`src/rtl/lkd_pkg.sv`:
```
package lkd_pkg;
   typedef enum logic [1:0] {
      SRC_ZERO = 2'd0,
      SRC_FILT = 2'd1,
      SRC_RAW  = 2'd2
   } pin_src_e;

   function automatic pin_src_e decode_src(input logic [7:0] sel,
                                           input logic [7:0] code_filt,
                                           input logic [7:0] code_raw);
      if (sel == code_filt)     return SRC_FILT;
      else if (sel == code_raw) return SRC_RAW;
      else                      return SRC_ZERO;
   endfunction
endpackage

```
`src/rtl/lkd_thresh.sv`:
```
module lkd_thresh #(
   parameter int CNT_W      = 5,
   parameter int ACQ_SHORT  = 15,
   parameter int REL_SHORT  = 3,
   parameter int ACQ_LONG   = 31,
   parameter int REL_LONG   = 7
) (
   input  logic             prec_long,
   input  logic             locked,
   output logic [CNT_W-1:0] thr
);
   localparam logic [CNT_W-1:0] A_S = CNT_W'(ACQ_SHORT);
   localparam logic [CNT_W-1:0] R_S = CNT_W'(REL_SHORT);
   localparam logic [CNT_W-1:0] A_L = CNT_W'(ACQ_LONG);
   localparam logic [CNT_W-1:0] R_L = CNT_W'(REL_LONG);

   always_comb begin
      unique case ({locked, prec_long})
         2'b00:   thr = A_S;
         2'b01:   thr = A_L;
         2'b10:   thr = R_S;
         default: thr = R_L;
      endcase
   end
endmodule

```
`src/rtl/lkd_run_ctr.sv`:
```
module lkd_run_ctr #(
   parameter int CNT_W = 5
) (
   input  logic             clk,
   input  logic             rst_n,
   input  logic             clr,
   input  logic             inc,
   output logic [CNT_W-1:0] cnt
);
   localparam logic [CNT_W-1:0] CNT_MAX = {CNT_W{1'b1}};

   always_ff @(posedge clk or negedge rst_n) begin
      if (!rst_n)                       cnt <= '0;
      else if (clr)                     cnt <= '0;
      else if (inc && cnt != CNT_MAX)   cnt <= cnt + 1'b1;
   end
endmodule

```
`src/rtl/lkd_state.sv`:
```
module lkd_state (
   input  logic clk,
   input  logic rst_n,
   input  logic force_unlock,
   input  logic flip,
   output logic locked
);
   always_ff @(posedge clk or negedge rst_n) begin
      if (!rst_n)            locked <= 1'b0;
      else if (force_unlock) locked <= 1'b0;
      else if (flip)         locked <= ~locked;
   end
endmodule

```
`src/rtl/lkd_pin_mux.sv`:
```
module lkd_pin_mux
   import lkd_pkg::*;
#(
   parameter int          SEL_W     = 3,
   parameter logic [7:0]  CODE_FILT = 8'd1,
   parameter logic [7:0]  CODE_RAW  = 8'd5,
   parameter bit          REG_OUT   = 1'b0
) (
   input  logic             clk,
   input  logic             rst_n,
   input  logic [SEL_W-1:0] sel,
   input  logic             locked,
   input  logic             raw_cmp,
   output logic             pin
);
   pin_src_e src;
   logic     pin_d;

   assign src = decode_src(8'(sel), CODE_FILT, CODE_RAW);

   always_comb begin
      unique case (src)
         SRC_FILT: pin_d = locked;
         SRC_RAW:  pin_d = raw_cmp;
         default:  pin_d = 1'b0;
      endcase
   end

   generate
      if (REG_OUT) begin : g_reg
         always_ff @(posedge clk or negedge rst_n) begin
            if (!rst_n) pin <= 1'b0;
            else        pin <= pin_d;
         end
      end else begin : g_comb
         logic unused_clk;
         assign unused_clk = clk ^ rst_n;
         assign pin = pin_d;
      end
   endgenerate
endmodule

```
`src/rtl/lock_hyst_detect.sv`:
```
module lock_hyst_detect #(
   parameter int         ACQ_SHORT = 15,
   parameter int         REL_SHORT = 3,
   parameter int         ACQ_LONG  = 31,
   parameter int         REL_LONG  = 7,
   parameter int         SEL_W     = 3,
   parameter logic [7:0] CODE_FILT = 8'd1,
   parameter logic [7:0] CODE_RAW  = 8'd5,
   parameter bit         REG_OUT   = 1'b0
) (
   input  logic             clk,
   input  logic             rst_n,
   input  logic             smp_valid,
   input  logic             err_small,
   input  logic             raw_cmp,
   input  logic             prec_long,
   input  logic [SEL_W-1:0] pin_sel,
   input  logic             freq_wr,
   input  logic             func_wr,
   output logic             locked,
   output logic             lock_pin
);
   localparam int MAX_THR = (ACQ_LONG > ACQ_SHORT) ? ACQ_LONG : ACQ_SHORT;
   localparam int CNT_W   = $clog2(MAX_THR + 1);

   generate
      if (REL_SHORT >= ACQ_SHORT || REL_LONG >= ACQ_LONG) begin : g_bad_hyst
         $error("release thresholds must be below acquire thresholds");
      end
      if (SEL_W < 1 || SEL_W > 8) begin : g_bad_sel
         $error("SEL_W must be 1..8");
      end
      if (CODE_FILT == CODE_RAW) begin : g_bad_code
         $error("pin source codes must differ");
      end
   endgenerate

   logic [CNT_W-1:0] run_cnt;
   logic [CNT_W-1:0] thr;
   logic             agree;
   logic             extend;
   logic             hit;
   logic             clr;

   // A sample "agrees" with a verdict change when it argues against the current state.
   assign agree  = locked ? ~err_small : err_small;
   assign extend = smp_valid & agree & ~freq_wr & ~func_wr;
   assign hit    = extend & (run_cnt >= thr);
   assign clr    = freq_wr | func_wr | hit | (smp_valid & ~agree);

   lkd_thresh #(
      .CNT_W(CNT_W), .ACQ_SHORT(ACQ_SHORT), .REL_SHORT(REL_SHORT),
      .ACQ_LONG(ACQ_LONG), .REL_LONG(REL_LONG)
   ) u_thresh (
      .prec_long(prec_long), .locked(locked), .thr(thr)
   );

   lkd_run_ctr #(.CNT_W(CNT_W)) u_ctr (
      .clk(clk), .rst_n(rst_n), .clr(clr), .inc(extend), .cnt(run_cnt)
   );

   lkd_state u_state (
      .clk(clk), .rst_n(rst_n), .force_unlock(freq_wr), .flip(hit), .locked(locked)
   );

   lkd_pin_mux #(
      .SEL_W(SEL_W), .CODE_FILT(CODE_FILT), .CODE_RAW(CODE_RAW), .REG_OUT(REG_OUT)
   ) u_mux (
      .clk(clk), .rst_n(rst_n), .sel(pin_sel), .locked(locked),
      .raw_cmp(raw_cmp), .pin(lock_pin)
   );
endmodule

```
`config.mk`:
```
export PLATFORM = sky130hd
export DESIGN_NAME = lock_hyst_detect
export DESIGN_NICKNAME = d
export VERILOG_FILES = /design/src/rtl/lkd_pkg.sv /design/src/rtl/lkd_thresh.sv /design/src/rtl/lkd_run_ctr.sv /design/src/rtl/lkd_state.sv /design/src/rtl/lkd_pin_mux.sv /design/src/rtl/lock_hyst_detect.sv
export SDC_FILE = /design/constraint.sdc
export NUM_CORES = 1
export LEC_CHECK = 0
export CORE_AREA = 2 2 39 41
export DETAILED_ROUTE_END_ITERATION = 16
export DIE_AREA = 0 0 41 43
export PLACE_DENSITY = 0.63
export SYNTH_ARGS = -nofsm -noshare
export SYNTH_HDL_FRONTEND = slang
export SYNTH_SLANG_ARGS = --single-unit
```
`constraint.sdc`:
```
create_clock -name clk -period 2.1 [get_ports clk]
set_clock_uncertainty 0.05 [all_clocks]
set_input_delay 0.42 -clock clk [delete_from_list [all_inputs] [get_ports clk]]
set_output_delay 0.42 -clock clk [all_outputs]
set_load 0.02 [all_outputs]
```
==> impl_metrics.json, run 1 <==
{
  "status": "finished, final reports clean",
  "fmax_ghz": 0.5100,
  "wl_per_cell_um": 11.84,
  "grtUsageTotal": 0.1270,
  "vias": 387,
  "drcViolationCount": 0,
  "crit_type": "in2out",
  "die_h_um": 43,
  "end_kind": "output port",
  "vias_per_cell": 5.092,
  "dr.pass1.iters": 4,
  "tightestPinTransition_ns": 0.3132,
  "hp-class": "in2async",
  "grt_setup_unrepaired": "false",
  "cts_num_sinks": 6,
  "relSlewSlack": 0.7910,
  "gp_congestion": 0.7468,
  "reg2reg_setup_slack_ns": 0.22,
  "coreArea_um2": 1384,
  "final.setup.worst_slack_ns": 0.1394,
  "cp.required_ns": 1.63,
  "post-dp-hpwl_um": 720.3,
  "rows": 14,
  "wl_um": 900,
  "synth_fp_nets": 60,
  "cts_made_buffers": 3,
  "clk_path_buf_depth": 2,
  "synth-warning-count": 0,
  "pre_cts_slack_ns": -0.1551,
  "final_max_slew_viol_count": 0,
  "muxShareOfSynthArea": 0.04520,
  "peakVddDrop_mv": 0.2555,
  "synth_simple_gate_area_frac": 0.2571,
  "finalNetCount": 78,
  "path_clk_slew_ns": 0.05,
  "place_inst": 73,
  "grt_overflow_total": 0,
  "area_growth_pct": 38.14,
  "netlist_area_um2": 442.9,
  "synthAdderAreaFrac": 0.1412,
  "r2r_cells": 8,
  "grt_antenna_before_repair": 0,
  "r2r-start": "u_ctr.cnt[0]",
  "ys_types": 22,
  "avgSynthCellArea_um2": 10.07,
  "power.density_nw_per_um2": 429.6,
  "clk_latency_ns": 0.25,
  "grt_max_degree": 9,
  "htreeDepth": 1,
  "design.die.area_um2": 1763,
  "post_cts_buffers": 0,
  "synth_top_family_by_area": "simple AND/OR/NAND/NOR gates",
  "multi_input_area_um2": 292.8,
  "leakage_uw": 0.0002801,
  "fin_crit_sh": 0.9336,
  "drive_gt1_frac": 0.1667,
  "synth_cells": 44,
  "initial_core_util": 0.3201,
  "cp-start-kind": "input pin",
  "startpoint": "pin_sel[2]",
  "crit_end": "lock_pin",
  "synth_top_area_share": 0.3390,
  "hold_violations": 0,
  "synth_seq_cells": 6,
  "drt_iter0_markers": 3,
  "cts_root_buf": "clkbuf_4",
  "r2r-end": "u_ctr.cnt[0]",
  "synth_xor_area_frac": 0.09605,
  "power_uw": 262.8,
  "period_needed_ns": 1.961,
  "fin_util": 0.4421,
  "num_antenna_cells": 0,
  "antenna_left": 0,
  "pin_count": 13,
  "io_buffers": 12,
  "fp.dieW_um": 41,
  "drv_cap": 0,
  "cp_max_fo": 1,
  "seq_area_um2": 150.1,
  "final.fill_count": 141,
  "seq_area_frac_synth": 0.3390,
  "yosysTopAreaCell": "dfrtp_1",
  "setup_viol": 0,
  "synth-compound-area-share": 0.1215,
  "arrival_ns": 1.49,
  "grt_first_pass_wirelength_mm": 1.504,
  "cts_hold_buf": 0,
  "finalNonFillerCells": 76,
  "grt_pass1_vias": 400,
  "synth.area.top_cells": "dfrtp_1 (34%), ha_1 (14%), xor2_1 (5.9%)",
  "cts_tree": "done"
}
## worst max-delay path, cell delays in order
cell and delay (ns):
clkdlybuf4s50_1 0.47, mux2i_1 0.07, nor3b_1 0.17, dlygate4sd2_1 0.35
## synthesized netlist by cell type
| cell type | number |
|---|---|
| dfrtp_1 | 6 |
| ha_1 | 5 |
| nand2_1 | 4 |
| nand3_1 | 4 |
| nor2_1 | 3 |
| xor2_1 | 3 |
| a21oi_2 | 2 |
| and3_1 | 2 |
| mux2i_1 | 2 |
| a211oi_1 | 1 |
| a21oi_1 | 1 |
| nand2b_1 | 1 |
| nand4_1 | 1 |
| nor2_2 | 1 |
| nor2b_1 | 1 |
| nor3b_1 | 1 |
| nor4b_2 | 1 |
| o211ai_1 | 1 |
| o21ai_0 | 1 |
| o32a_2 | 1 |
| or2b_1 | 1 |
| xor2_2 | 1 |
## worst min-delay path by stage
stage / from / end / slack, ns / cells past startpoint
after floorplan: rst_n / u_ctr.cnt[0] / 0.07 / 0
after global placement: u_ctr.cnt[1] / u_ctr.cnt[1] / 0.52 / 2
after detailed placement: u_ctr.cnt[4] / u_ctr.cnt[4] / 0.51 / 2
after CTS: rst_n / u_ctr.cnt[2] / 0.37 / 1
after global routing: rst_n / u_ctr.cnt[2] / 0.39 / 1
final: rst_n / u_ctr.cnt[2] / 0.38 / 1
## routing by layer
metal	global-route usage	wire length [um]
met1	0.1303	392
met2	0.2094	457
met4	0.04000	0
met3	0.06806	51
met5	0	0
## cell type report
cell class | instances | area share
Multi-Input combinational cell | 38 | 0.4785
Timing Repair Buffer | 13 | 0.2065
Sequential cell | 6 | 0.2454
Tap cell | 16 | 0.03272
Clock buffer | 3 | 0.03681
## registers in the layout, summed over array words and instances, names as in the netlist
register        count
u_ctr.cnt           5
u_state.locked      1
## where the power goes
part	switching [uW]	leakage, uW	internal [uW]	total (uW)
clock network	41.4	0.0000138	64.6	106
logic	16.7	0.000183	23.5	40.2
registers	0.348	0.0000838	116	117
total	58.4	0.000280	204	263
## layout by cell type, fill, tap and decap left out
| cell | count |
|---|---|
| a211oi_1 | 1 |
| a21oi_1 | 1 |
| a21oi_2 | 2 |
| and3_1 | 2 |
| buf_4 | 1 |
| clkbuf_4 | 3 |
| clkdlybuf4s50_1 | 11 |
| dfrtp_1 | 6 |
| dlygate4sd2_1 | 1 |
| ha_1 | 5 |
| mux2i_1 | 2 |
| nand2_1 | 4 |
| nand2b_1 | 1 |
| nand3_1 | 4 |
| nand4_1 | 1 |
| nor2_1 | 3 |
| nor2_2 | 1 |
| nor2b_1 | 1 |
| nor3b_1 | 1 |
| nor4b_2 | 1 |
| o211ai_1 | 1 |
| o21ai_0 | 1 |
| o32a_2 | 1 |
| or2b_1 | 1 |
| xor2_1 | 3 |
| xor2_2 | 1 |
## per-stage QoR
step | hold slack [ns] | TNS [ns] | area (um2)
floorplan | 0.07441 | 0 | 442.9
global placement | 0.5153 | -0.1363 | 590.6
detailed placement | 0.5103 | -0.1656 | 590.6
CTS | 0.3750 | 0 | 611.8
global route | 0.3891 | 0 | 611.8
finish | 0.3758 | 0 | 611.8
## what timing repair did
| action | in CTS | in global routing |
|---|---|---|
| gates resized for setup | 1 | 0 |
| endpoints found under the setup margin | 1 | 0 |
| endpoints found under the hold margin | 0 | 0 |
## logic make-up after synthesis
kind of cell	Yosys count
XOR/XNOR	4
multiplexers	2
AND/OR/NAND/NOR	20
adder cells (fa/ha/maj)	5
AO/OA/AOI/OAI	7
flip-flops	6
Power figures use the tool's default switching activity.
==> run 2: changes to the inputs <==
==> constraint.sdc (replaced) <==
create_clock -name clk -period 2.1 [get_ports clk]
set_clock_uncertainty 0.05 [all_clocks]
set_input_delay 0.42 -clock clk [delete_from_list [all_inputs] [get_ports clk]]
set_output_delay 0.42 -clock clk [all_outputs]
set_load 0.01 [all_outputs]
==> run 2 against run 1 <==
Against the previous run: worst setup slack better by 0.064 ns; via count is 0.52% lower; clock power is 5% higher; flip-flop and latch count stayed put.
==> impl_metrics.json, run 2 (synthesis gave the netlist of run 1 again) <==
{
  "drive_gt1_frac": 0.1667,
  "fmax_ghz": 0.5273,
  "reg_top3": "u_ctr.cnt: 5 flops, u_state.locked: 1 flops",
  "multi_input_area_um2": 292.8,
  "status": "finished, final reports clean",
  "tightestPinTransition_ns": 0.3298,
  "grtUsageTotal": 0.1241,
  "cp-start-kind": "input pin",
  "place_inst": 73,
  "stdcell_area_um2": 611.8,
  "crit_buf_inv": 2,
  "period_needed_ns": 1.896,
  "layout_commonest_cell": "clkdlybuf4s50_1",
  "cts_root_buf": "clkbuf_4",
  "design.die.area_um2": 1763,
  "internal_power_uw": 204.6,
  "p_sw_frac": 0.2355,
  "htreeDepth": 1,
  "num_antenna_cells": 0,
  "grt_pass1_vias": 390,
  "path_clk_slew_ns": 0.05,
  "place_area_um2": 590.6,
  "grt_antenna_before_repair": 0,
  "power.density_nw_per_um2": 437.5,
  "cp.required_ns": 1.63,
  "post_cts_resized": 1,
  "end_kind": "output port",
  "antenna_left": 0,
  "power_frac_clock": 0.416,
  "coreArea_um2": 1384,
  "drcViolationCount": 0,
  "fp.dieW_um": 41,
  "drv_cap": 0,
  "die_h_um": 43,
  "wl_per_cell_um": 11.72,
  "finalNetCount": 78,
  "vias_per_cell": 5.066,
  "grt_overflow_total": 0,
  "arrival_ns": 1.43,
  "cp_max_fo": 1,
  "grt_max_degree": 9,
  "power_uw": 267.7,
  "pin_count": 13,
  "setup_viol": 0,
  "hold_ws_ns": 0.3636,
  "wl_um": 891,
  "crit_family": "buffers and inverters",
  "seq_power_share": 0.435,
  "io_buffers": 12,
  "post-dp-hpwl_um": 717.1,
  "drt_iter0_markers": 12,
  "largest_reg_flops": 5,
  "mostFrequentLayoutCells": "clkdlybuf4s50_1 (11), dfrtp_1 (6), ha_1 (5)",
  "rows": 14,
  "grt_first_pass_wirelength_mm": 1.476,
  "vias": 385,
  "slowest_stage": "clkdlybuf4s50_1",
  "clk_latency_ns": 0.25,
  "final.fill_count": 134,
  "leakage_uw": 0.0002801,
  "dr.pass1.iters": 4,
  "post_cts_buffers": 0,
  "initial_core_util": 0.3201,
  "fin_crit_sh": 0.9030,
  "hold_violations": 0,
  "finalNonFillerCells": 76,
  "cts_made_buffers": 3,
  "grt_setup_unrepaired": "false",
  "relSlewSlack": 0.7800,
  "slowest_delay_ns": 0.47,
  "cp_cell_sequence": "clkdlybuf4s50_1 > mux2i_1 > nor3b_1 > dlygate4sd2_1",
  "cts_num_sinks": 6,
  "crit_type": "in2out",
  "cts_hold_buf": 0,
  "fin_util": 0.4421,
  "seq_area_um2": 150.1,
  "area_growth_pct": 38.14,
  "combPwrFrac": 0.149,
  "clk_path_buf_depth": 2,
  "p_switching_uw": 63.05,
  "cts_tree": "done",
  "final_max_slew_viol_count": 0,
  "hp-class": "in2async",
  "gp_congestion": 0.7457,
  "regMostFlops": "u_ctr.cnt",
  "peakVddDrop_mv": 0.1819
}
-- run 2: worst paths after layout --
check | from | end | slack (ns) | depth (start not counted)
setup / recovery | pin_sel[2] | lock_pin | 0.20 | 4
hold / removal | rst_n | u_ctr.cnt[3] | 0.36 | 1
setup reg to reg | u_ctr.cnt[0] | u_ctr.cnt[0] | 0.23 | 8
hold reg to reg | u_ctr.cnt[4] | u_ctr.cnt[4] | 0.52 | 2
max in group asynchronous | rst_n | u_ctr.cnt[1] | 1.41 | 1
min in group clk | u_ctr.cnt[4] | u_ctr.cnt[4] | 0.52 | 2
-- run 2: layer usage --
metal	GRT usage	vias to the layer above	wire [um]
met1	0.1405	174	371
met2	0.1906	14	444
li1	-	195	-
met5	0	-	0
met3	0.03665	2	62
met4	0.08000	0	12
-- run 2: worst register-to-register path, cell delays in order, from the launching register on --
cell and delay, ns:
dfrtp_1 0.41, ha_1 0.23, and3_1 0.19, ha_1 0.18, nor4b_2 0.20, buf_4 0.17, nand2_1 0.10, xor2_1 0.19
nor2_2 0.04
-- run 2: area by class of cell --
cell class	instances	area share
Timing Repair Buffer	13	0.2065
Sequential cell	6	0.2454
Tap cell	16	0.03272
Clock buffer	3	0.03681
Multi-Input combinational cell	38	0.4785
-- run 2: power groups by stage --
stage	combinational [uW]	sequential [uW]	clock [uW]
CTS	40.4	116	114
detailed placement	40.6	118	0
global route	43.6	116	120
floorplan	12.4	118	0
global placement	40.1	118	0
finish	39.8	116	111
-- run 2: metrics by stage --
stage                     setup slack (ns)  TNS [ns]
final                               0.2037         0
after global routing               0.08889         0
after CTS                           0.1914         0
after detailed placement          -0.09082   -0.1066
after global placement            -0.05923  -0.07069
after floorplan                     0.2563         0
==> run 3: changes to the inputs <==
--- a/config.mk
+++ b/config.mk
@@ -5,9 +5,9 @@
 export SDC_FILE = /design/constraint.sdc
 export NUM_CORES = 1
 export LEC_CHECK = 0
-export CORE_AREA = 2 2 39 41
+export CORE_AREA = 3 3 40 42
 export DETAILED_ROUTE_END_ITERATION = 16
-export DIE_AREA = 0 0 41 43
+export DIE_AREA = 0 0 43 45
 export PLACE_DENSITY = 0.63
 export SYNTH_ARGS = -nofsm -noshare
 export SYNTH_HDL_FRONTEND = slang
==> run 3 against run 2 <==
Against the previous run: die area up 9.8%; clock-buffer cell count is the same; fmax shrank 1.1%; flip-flop and latch count unchanged; critical path depth stayed put; clock power hardly changed; cell count shrank 1.3%.
==> impl_metrics.json, run 3 (synthesis gave the netlist of run 1 again) <==
{
  "status": "finished, final reports clean",
  "peakVddDrop_mv": 0.2006,
  "cts_num_sinks": 6,
  "grt_first_pass_wirelength_mm": 1.538,
  "place_area_um2": 589.3,
  "finalNetCount": 78,
  "seq_power_share": 0.441,
  "gp_congestion": 0.7290,
  "clk_latency_ns": 0.25,
  "finalNonFillerCells": 75,
  "area_growth_pct": 37.85,
  "vias_per_cell": 5.147,
  "cp-start-kind": "input pin",
  "grt_overflow_total": 0,
  "fin_util": 0.4752,
  "tightestPinTransition_ns": 0.3445,
  "drt_iter0_markers": 4,
  "initial_core_util": 0.3447,
  "cts_root_buf": "clkbuf_4",
  "arrival_ns": 1.45,
  "grt_pass1_vias": 364,
  "num_antenna_cells": 0,
  "hp-class": "in2async",
  "internal_power_uw": 204.6,
  "clk_path_buf_depth": 2,
  "final_max_slew_viol_count": 0,
  "cp_max_fo": 1,
  "setup_viol": 0,
  "post-dp-hpwl_um": 722.3,
  "power_frac_clock": 0.409,
  "fmax_ghz": 0.5217,
  "cts_tree": "done",
  "grtUsageTotal": 0.1146,
  "wl_um": 925,
  "die_h_um": 45,
  "drv_cap": 0,
  "antenna_left": 0,
  "vias": 386,
  "end_kind": "output port",
  "pin_count": 13,
  "leakage_uw": 0.0002801,
  "regMostFlops": "u_ctr.cnt",
  "p_sw_frac": 0.2271,
  "largest_reg_flops": 5,
  "combPwrFrac": 0.151,
  "hold_ws_ns": 0.3697,
  "fp.dieW_um": 43,
  "wl_per_cell_um": 12.33,
  "power_uw": 264.7,
  "coreArea_um2": 1285,
  "cts_made_buffers": 3,
  "drcViolationCount": 0,
  "grt_antenna_before_repair": 0,
  "layout_commonest_cell": "clkdlybuf4s50_1",
  "place_inst": 72,
  "period_needed_ns": 1.917,
  "crit_type": "in2out",
  "grt_max_degree": 9,
  "rows": 13,
  "path_clk_slew_ns": 0.04,
  "power.density_nw_per_um2": 433.5,
  "reg_top3": "u_ctr.cnt: 5 flops, u_state.locked: 1 flops",
  "io_buffers": 12,
  "cp.required_ns": 1.63,
  "relSlewSlack": 0.7702,
  "grt_setup_unrepaired": "false",
  "p_switching_uw": 60.11,
  "dr.pass1.iters": 3,
  "mostFrequentLayoutCells": "clkdlybuf4s50_1 (11), dfrtp_1 (6), ha_1 (5)",
  "fin_crit_sh": 0.9128,
  "drive_gt1_frac": 0.1667,
  "htreeDepth": 1,
  "design.die.area_um2": 1935,
  "hold_violations": 0,
  "stdcell_area_um2": 610.6
}
## run 3: path summary, 6_finish.rpt
check	startpoint	end	slack [ns]	cells after the start
max in group asynchronous	rst_n	u_state.locked	1.40	1
min in group clk	u_ctr.cnt[3]	u_ctr.cnt[3]	0.52	2
worst min-delay path	rst_n	u_ctr.cnt[0]	0.37	1
worst max register to register	u_ctr.cnt[0]	u_ctr.cnt[0]	0.21	8
worst min register to register	u_ctr.cnt[3]	u_ctr.cnt[3]	0.52	2
worst max-delay path	pin_sel[2]	lock_pin	0.18	4
## run 3: final cells by class
type | instances | area, um2
well taps | 15 | 18.77
fillers | 135 | 674.4
multi-input cells | 38 | 292.8
clock buffers | 3 | 22.52
flip-flops and latches | 6 | 150.1
repair buffers | 13 | 126.4
## run 3: what timing repair did
action / in CTS / in global routing
setup endpoints to repair: 1 / 0
setup buffers: 0 / 0
hold buffers: 0 / 0
resized for setup: 1 / 0
## run 3: per-stage QoR
stage | setup TNS, ns | worst slack, ns
floorplan | 0 | 0.2563
global placement | -0.05731 | -0.05731
detailed placement | -0.1269 | -0.1269
CTS | 0 | 0.1627
global route | 0 | 0.05379
finish | 0 | 0.1831
## run 3: per-layer routing
metal	global-route usage	share of wire	vias up
li1	-	-	196
met1	0.1345	0.45	170
met2	0.1527	0.40	15
met3	0.05179	0.099	5
met4	0.1084	0.044	0
met5	0	0	-
## run 3: power groups by stage
stage | Sequential (uW) | Combinational (uW) | Clock (uW)
2_1_floorplan | 118 | 12.4 | 0
3_3_place_gp | 118 | 40.1 | 0
3_5_place_dp | 118 | 40.5 | 0
4_1_cts | 117 | 40.4 | 112
5_1_grt | 116 | 43.0 | 118
6_report | 117 | 39.9 | 108
## run 3: critical path, cell delays in order
cell and delay (ns):
clkdlybuf4s50_1 0.47, mux2i_1 0.07, nor3b_1 0.19, dlygate4sd2_1 0.29
